[src/rtl/tx4b5b_pkg.sv]
package tx4b5b_pkg;
  localparam int NIB_W  = 4;
  localparam int CODE_W = 5;

  typedef enum logic [2:0] {
    ST_IDLE, ST_J, ST_K, ST_DATA, ST_T, ST_R
  } tx_st_e;

  localparam logic [CODE_W-1:0] C_IDLE = 5'b11111;
  localparam logic [CODE_W-1:0] C_J    = 5'b11000;
  localparam logic [CODE_W-1:0] C_K    = 5'b10001;
  localparam logic [CODE_W-1:0] C_T    = 5'b01101;
  localparam logic [CODE_W-1:0] C_R    = 5'b00111;

  function automatic logic [CODE_W-1:0] data_code(input logic [NIB_W-1:0] n);
    case (n)
      4'h0: data_code = 5'b11110;
      4'h1: data_code = 5'b01001;
      4'h2: data_code = 5'b10100;
      4'h3: data_code = 5'b10101;
      4'h4: data_code = 5'b01010;
      4'h5: data_code = 5'b01011;
      4'h6: data_code = 5'b01110;
      4'h7: data_code = 5'b01111;
      4'h8: data_code = 5'b10010;
      4'h9: data_code = 5'b10011;
      4'hA: data_code = 5'b10110;
      4'hB: data_code = 5'b10111;
      4'hC: data_code = 5'b11010;
      4'hD: data_code = 5'b11011;
      4'hE: data_code = 5'b11100;
      default: data_code = 5'b11101;
    endcase
  endfunction
endpackage

[src/rtl/tx4b5b_fsm.sv]
module tx4b5b_fsm
  import tx4b5b_pkg::*;
(
  input  logic   clk_i,
  input  logic   rst_ni,
  input  logic   tx_en_i,
  output tx_st_e st_o
);
  tx_st_e st_q, st_d;

  always_comb begin
    st_d = st_q;
    unique case (st_q)
      ST_IDLE: st_d = tx_en_i ? ST_J : ST_IDLE;
      ST_J:    st_d = ST_K;  // K is never cut short
      ST_K,
      ST_DATA: st_d = tx_en_i ? ST_DATA : ST_T;
      ST_T:    st_d = ST_R;
      ST_R:    st_d = tx_en_i ? ST_J : ST_IDLE;
      default: st_d = ST_IDLE;
    endcase
  end

  always_ff @(posedge clk_i or negedge rst_ni)
    if (!rst_ni) st_q <= ST_IDLE;
    else         st_q <= st_d;

  assign st_o = st_q;

  p_j_then_k_r6: assert property (@(posedge clk_i) disable iff (!rst_ni)
    (st_q == ST_J) |=> (st_q == ST_K));
  p_t_then_r_r5: assert property (@(posedge clk_i) disable iff (!rst_ni)
    (st_q == ST_T) |=> (st_q == ST_R));
endmodule

[src/rtl/tx4b5b_map.sv]
module tx4b5b_map
  import tx4b5b_pkg::*;
(
  input  tx_st_e            st_i,
  input  logic [NIB_W-1:0]  nib_i,
  output logic [CODE_W-1:0] code_o
);
  always_comb begin
    unique case (st_i)
      ST_J:    code_o = C_J;
      ST_K:    code_o = C_K;
      ST_DATA: code_o = data_code(nib_i);
      ST_T:    code_o = C_T;
      ST_R:    code_o = C_R;
      default: code_o = C_IDLE;
    endcase
  end

  p_data_not_ctrl_r8: assert final ((st_i != ST_DATA) ||
    ((code_o != C_J) && (code_o != C_K) && (code_o != C_T) &&
     (code_o != C_R) && (code_o != C_IDLE)));
endmodule

[src/rtl/tx_4b5b_enc.sv]
module tx_4b5b_enc
  import tx4b5b_pkg::*;
(
  input  logic              clk_i,
  input  logic              rst_ni,
  input  logic              tx_en_i,
  input  logic [NIB_W-1:0]  txd_i,
  output logic [CODE_W-1:0] code_o
);
  tx_st_e            st;
  logic [NIB_W-1:0]  nib_q;

  tx4b5b_fsm u_fsm (
    .clk_i  (clk_i),
    .rst_ni (rst_ni),
    .tx_en_i(tx_en_i),
    .st_o   (st)
  );

  always_ff @(posedge clk_i or negedge rst_ni)
    if (!rst_ni) nib_q <= '0;
    else         nib_q <= txd_i;

  tx4b5b_map u_map (
    .st_i  (st),
    .nib_i (nib_q),
    .code_o(code_o)
  );

  p_start_r3: assert property (@(posedge clk_i) disable iff (!rst_ni)
    (code_o == C_IDLE && tx_en_i) |=> (code_o == C_J));
  p_end_r5: assert property (@(posedge clk_i) disable iff (!rst_ni)
    ((code_o != C_IDLE && code_o != C_J && code_o != C_T && code_o != C_R)
      && !tx_en_i) |=> (code_o == C_T));
  p_idle_stays_r1: assert property (@(posedge clk_i) disable iff (!rst_ni)
    (code_o == C_IDLE && !tx_en_i) |=> (code_o == C_IDLE));
  p_restart_r7: assert property (@(posedge clk_i) disable iff (!rst_ni)
    (code_o == C_R && tx_en_i) |=> (code_o == C_J));
endmodule

[config.mk]
export PLATFORM = sky130hd
export DESIGN_NAME = tx_4b5b_enc
export DESIGN_NICKNAME = d
export VERILOG_FILES = /design/src/rtl/tx4b5b_pkg.sv /design/src/rtl/tx4b5b_fsm.sv /design/src/rtl/tx4b5b_map.sv /design/src/rtl/tx_4b5b_enc.sv
export SDC_FILE = /design/constraint.sdc
export NUM_CORES = 1
export LEC_CHECK = 0
export ABC_AREA = 1
export ABC_CLOCK_PERIOD_IN_PS = 2500
export BUFFER_PORTS_ARGS = -buffer_cell sky130_fd_sc_hd__buf_2
export CAP_MARGIN = 5
export CORE_AREA = 2 2 39 41
export CTS_CLUSTER_DIAMETER = 30
export CTS_CLUSTER_SIZE = 8
export DETAILED_ROUTE_END_ITERATION = 10
export DIE_AREA = 0 0 41 43
export PLACE_DENSITY_LB_ADDON = 0.08
export SLEW_MARGIN = 20
export SYNTH_ARGS = -nofsm -noshare
export SYNTH_HDL_FRONTEND = slang
export SYNTH_SLANG_ARGS = --single-unit
[constraint.sdc]
create_clock -name clk_i -period 2.5 [get_ports clk_i]
set_clock_uncertainty 0.2 [all_clocks]
set_input_delay 0.5 -clock clk_i [delete_from_list [all_inputs] [get_ports clk_i]]
set_output_delay 0.5 -clock clk_i [all_outputs]
set_load 0.01 [all_outputs]
==> results of run 1 <==
## stage by stage
stage / setup WS (ns) / utilization [%]
floorplan: 0.908 / -
global placement: 0.792 / 32.3
detailed placement: 0.819 / 32.3
CTS: 0.541 / 34.9
global route: 0.425 / 34.9
finish: 0.562 / 34.9
## metal layers
| metal | GRT usage, % | routed length [um] | up-vias | share of wire, % |
|---|---|---|---|---|
| met5 | 0 | 0 | - | 0 |
| met4 | 6.00 | 0 | 0 | 0 |
| met3 | 3.14 | 46 | 0 | 6.1 |
| li1 | - | - | 190 | - |
| met1 | 11.9 | 369 | 141 | 49 |
| met2 | 15.6 | 336 | 11 | 45 |
## logic make-up after synthesis
group	after synthesis	synth area share [%]
compound gates	10	17.9
buf+inv	10	10.3
flops	7	46.5
simple gates	23	25.2
## sequential cells by signal (all words and copies together) (netlist names)
signal	count
nib_q	4
u_fsm.st_o	3
## cell type report
cell class	count	area, um^2	area share (%)
Inverter	9	33.8	6.99
Clock buffer	4	26.3	5.44
Sequential cell	7	175	36.3
Multi-Input combinational cell	33	163	33.7
Tap cell	16	20.0	4.15
Timing Repair Buffer	12	65.1	13.5
## final timing paths
check	start	end	slack, ns
worst max-delay path	nib_q[3]	code_o[3]	0.56
worst min-delay path	txd_i[0]	nib_q[0]	0.16
worst max register to register	u_fsm.st_o[1]	u_fsm.st_o[0]	1.37
worst min register to register	u_fsm.st_o[1]	u_fsm.st_o[1]	0.33
max in group asynchronous	rst_ni	nib_q[2]	1.54
min in group asynchronous	rst_ni	nib_q[0]	0.41
## power by group
part	internal (mW)	leakage (nW)	switching [mW]	total, mW
logic	0.109	0.154	0.155	0.264
clock network	0.0606	0.0150	0.0371	0.0977
registers	0.141	0.0841	0.0458	0.187
## placed cells by master, fill, tap and decap left out
| cell | synthesis | layout |
|---|---|---|
| nor3_1 | 1 | 1 |
| nand2_1 | 13 | 13 |
| nor2_1 | 3 | 3 |
| buf_2 | 0 | 11 |
| clkbuf_4 | 0 | 3 |
| inv_1 | 6 | 6 |
| dfrtp_1 | 7 | 7 |
| clkbuf_1 | 0 | 1 |
| a21oi_4 | 1 | 1 |
| a21oi_1 | 2 | 2 |
| nand3_1 | 6 | 6 |
| a21oi_2 | 1 | 1 |
| inv_2 | 3 | 3 |
| a21boi_0 | 1 | 1 |
| o21ai_0 | 5 | 5 |
| dlygate4sd3_1 | 0 | 1 |
==> flow_summary.yaml, run 1 <==
detailed_routing:
  drt_wl_total_um: 752
  avgRoutedWirePerCell_um: 9.28
  drcViolationCount: 0
  drtAntennaViolNets: 0
  num_vias: 342
  drtIter0Drc: 4
  vias_per_cell: 4.22
  first_pass_iters: 3
timing:
  fmax_mhz: 516
  drv_slew: 0
  rsz0062_at_grt: "no"
  fin_crit_ns: 1.94
  tightest_slew_ns: 0.278
  final.period_utilization_pct: 77.5
  hold_viol: 0
  relSlewSlack_pct: 81.4
  whs_ns: 0.160
  setup_viol: 0
  setup_tns_ns: 0
cts:
  clk_path_buf_depth: 2
  clkTransAtPathRegs_ns: 0.05
  cts_tree: "done"
  numCtsBuffers: 3
  cts-resized-gates: 0
  cts_root_buf: "clkbuf_4"
  clock_sinks: 7
  post-cts-setup-buffer-count: 0
  clkLatencyLatePin_ns: 0.24
  htreeDepth: 1
  hold_buffers: 1
setup_path:
  crit_cells: 4
  cp-start-kind: "register"
  max_stage_delay_ns: 0.42
  crit_family: "flip-flops"
  worstPathCellList: "o21ai_0, nand2_1, a21oi_1, buf_2"
  r2r_cells: 5
  crit_path_top_delay_cell: "dfrtp_1"
  path_buf_inv: 1
  worstSetupPathType: "register to primary output"
  critPathArrivalTime_ns: 1.24
  worst_setup_path_end_kind: "primary output"
  cp.required_ns: 1.80
  critPathMaxFanout: 6
floorplan:
  initial_core_util_pct: 27.2
  fp.coreArea_um2: 1380
  pin_count: 12
  die_h_um: 43
  fp.dieW_um: 41
  die_area_um2: 1760
  core.rowCount: 14
global_route:
  track_usage_pct: 10.2
  antenna_found_initial: 0
  grt_max_degree: 9
  overflow: 0
  grt_pass1_wl_um: 1190
  grt_pass1_vias: 324
power:
  power_density_nw_per_um2: 1140
  finalPower_uw: 548
  leakagePower_nw: 0.253
  ir_worst_vdd_v: 0.000362
yosys:
  yosysMostFrequentCell: "nand2_1"
  syn-cell-area_um2: 377
  synth_nets: 57
  synth_seq_cells: 7
  ys_top_cells_by_area: "dfrtp_1 (47%), nand2_1 (13%), nand3_1 (8.0%)"
  async_flop_share_pct: 100
  syn_inst: 50
  ys.flop_type: "dfrtp_1"
  synthTopCellsByCount: "nand2_1 (13), dfrtp_1 (7), inv_1 (6), nand3_1 (6), o21ai_0 (5)"
  synth_seq_area_share_pct: 46.5
  ys_types: 13
  synth_largest_area_cell: "dfrtp_1"
  synth_edf_count: 0
  synth_top_area_share_pct: 46.5
  syn_avg_cell_area_um2: 7.53
  ys_warn_count: 0
placed_design:
  hpwl_um: 617
  place_area_um2: 447
  dp_cells: 76
  routabilityCongestion: 0.605
  port_buffers: 11
finish:
  fin_area_um2: 483
  stdcell_count: 81
  antenna_cells: 0
  drive_gt1_share_pct: 29.2
  area_growth_pct: 28.2
  final_nets: 73
  n_fill_cell: 159
outcome:
  status: "complete, no violations"
worst_hold_path:
  hp-class: "input pin to register"
  hold_depth: 1
flow_run:
  drv_cap: 0
Power figures use the tool's default switching activity.
==> run 2: changes to the inputs <==
ABC_CLOCK_PERIOD_IN_PS = 1600   (was 2500)
clock period = 1.6 ns   (was 2.5 ns; I/O delays follow)
==> run 2 against run 1 <==
The flow now finishes with violations (setup timing). Cell count is 9.9% higher. Sequential share of layout area down 6.7 points. Routed wire length rose by 11%. Critical path depth is 1 higher. Core utilization rose by 8.9 points. Non-clock buffer count increased by 8. Count of clock-buffer cells in the layout did not move. Register-to-register slack got worse by 0.98 ns. Power rose by 90%. Critical path type unchanged. Largest power group unchanged.
==> flow_summary.yaml, run 2 (synthesized netlist as in run 1, its figures left out) <==
outcome:
  status: "finished with violations"
  violations: "setup timing"
timing:
  tightest_slew_ns: 0.214
  fin_crit_ns: 1.66
  rsz0062_at_grt: "yes"
  whs_ns: 0.179
  drv_slew: 0
  hold_viol: 0
  final.period_utilization_pct: 104
  fmax_mhz: 601
  setup_viol: 4
  fin_ws_ns: -0.0632
  relSlewSlack_pct: 85.7
finish:
  largest_reg_flops: 4
  antenna_cells: 0
  final_nets: 81
  fin_util_pct: 43.8
  drive_gt1_share_pct: 52.1
  layout_commonest_cell: "nand2_1"
  fin_area_um2: 606
  regMostFlops: "nib_q"
  area_growth_pct: 60.8
  mostFrequentLayoutCells: "nand2_1 (11), buf_2 (10), inv_2 (5), dlygate4sd3_1 (5)"
power:
  p_clk_share_pct: 14.2
  internal-power_uw: 605
  share_comb_of_total_power_pct: 55.5
  seqPwrFrac_pct: 30.3
  swShare_pct: 42.0
  ir_worst_vdd_v: 0.000667
  power_density_nw_per_um2: 1720
  p_switching_uw: 438
  leakagePower_nw: 0.293
global_route:
  grt_pass1_wl_um: 1210
  track_usage_pct: 10.4
  grt_max_degree: 9
  antenna_found_initial: 0
  grt_pass1_vias: 333
  overflow: 0
floorplan:
  core.rowCount: 14
  fp.dieW_um: 41
  die_area_um2: 1760
  fp.coreArea_um2: 1380
  die_h_um: 43
  pin_count: 12
  initial_core_util_pct: 27.2
setup_path:
  crit_top_cell: "nand2_1"
  cp.required_ns: 1.08
  path_buf_inv: 2
  max_stage_delay_ns: 0.48
  critPathArrivalTime_ns: 1.14
  worstSetupPathType: "register to primary output"
  crit_path_top_delay_cell: "dfrtp_2"
  worstPathCellList: "a21oi_4, inv_2, nand2_1, nand2_1, buf_2"
  cp-start-kind: "register"
  crit_family: "flip-flops"
  worst_setup_path_end_kind: "primary output"
  critPathMaxFanout: 8
placed_design:
  hpwl_um: 613
  pre_cts_slack_ns: 0.121
  port_buffers: 11
  routabilityCongestion: 0.603
  place_area_um2: 454
detailed_routing:
  avgRoutedWirePerCell_um: 9.40
  vias_per_cell: 4.29
  drcViolationCount: 0
  num_vias: 382
  drt_wl_total_um: 837
  first_pass_iters: 4
  drtIter0Drc: 1
  drtAntennaViolNets: 0
cts:
  clkTransAtPathRegs_ns: 0.05
  htreeDepth: 1
  clkLatencyLatePin_ns: 0.24
  numCtsBuffers: 3
  clock_sinks: 7
  clk_path_buf_depth: 2
  cts_tree: "done"
  cts_root_buf: "clkbuf_4"
worst_hold_path:
  hp-class: "input pin to register"
flow_run:
  drv_cap: 0
## run 2: metrics by stage
stage                     cells  power [mW]  setup TNS [ns]
after detailed placement     77       0.723               0
after CTS                    88       0.950          -0.350
after floorplan              50       0.575               0
after global placement       77       0.730               0
final                        89        1.04          -0.221
after global routing         89        1.14          -0.520
## run 2: cell type report
type	instances	area, um^2
clock buffer	4	26.3
fill	147	778
inverter	9	36.3
multi-input combinational	33	203
sequential	7	179
tap	16	20.0
timing repair buffer	20	141
## run 2: worst register-to-register path: cells and delay by family, from the launching register on
family / cells / cell delay, ns
DFF: 1 / 0.45
buffers and inverters: 4 / 0.32
and+or+nand+nor: 2 / 0.12
## run 2: what timing repair did
| action | in CTS | in global routing |
|---|---|---|
| pin swaps | 0 | 7 |
| endpoints found under the hold margin | 11 | 0 |
| resized for setup | 5 | 17 |
| buffers inserted | 2 | 1 |
| setup endpoints to repair | 4 | 4 |
| hold buffers | 5 | 0 |
## run 2: per-layer routing
metal  GRT usage [%]  wire, um  up-vias
li1                -         -      205
met4            6.00         0        0
met1            12.0       346      166
met5               0         0        -
met2            15.9       441       11
met3            3.14        49        0
## run 2: power by group through the flow
stage               Sequential [mW]  Combinational (mW)  Clock [mW]
floorplan                     0.259               0.315           0
global placement              0.292               0.438           0
detailed placement            0.290               0.434           0
CTS                           0.293               0.498       0.158
global route                  0.324               0.637       0.178
finish                        0.316               0.579       0.148
## run 2: final timing paths
kind                                  to  slack, ns          start  cells past startpoint
max reg2reg                u_fsm.st_o[0]       0.39  u_fsm.st_o[1]                      6
min in group asynchronous  u_fsm.st_o[0]       0.24         rst_ni                      2
max                            code_o[1]      -0.06  u_fsm.st_o[2]                      5
min                        u_fsm.st_o[1]       0.18        tx_en_i                      3
max in group asynchronous       nib_q[3]       0.80         rst_ni                      2
min reg2reg                u_fsm.st_o[1]       0.34  u_fsm.st_o[1]                      1
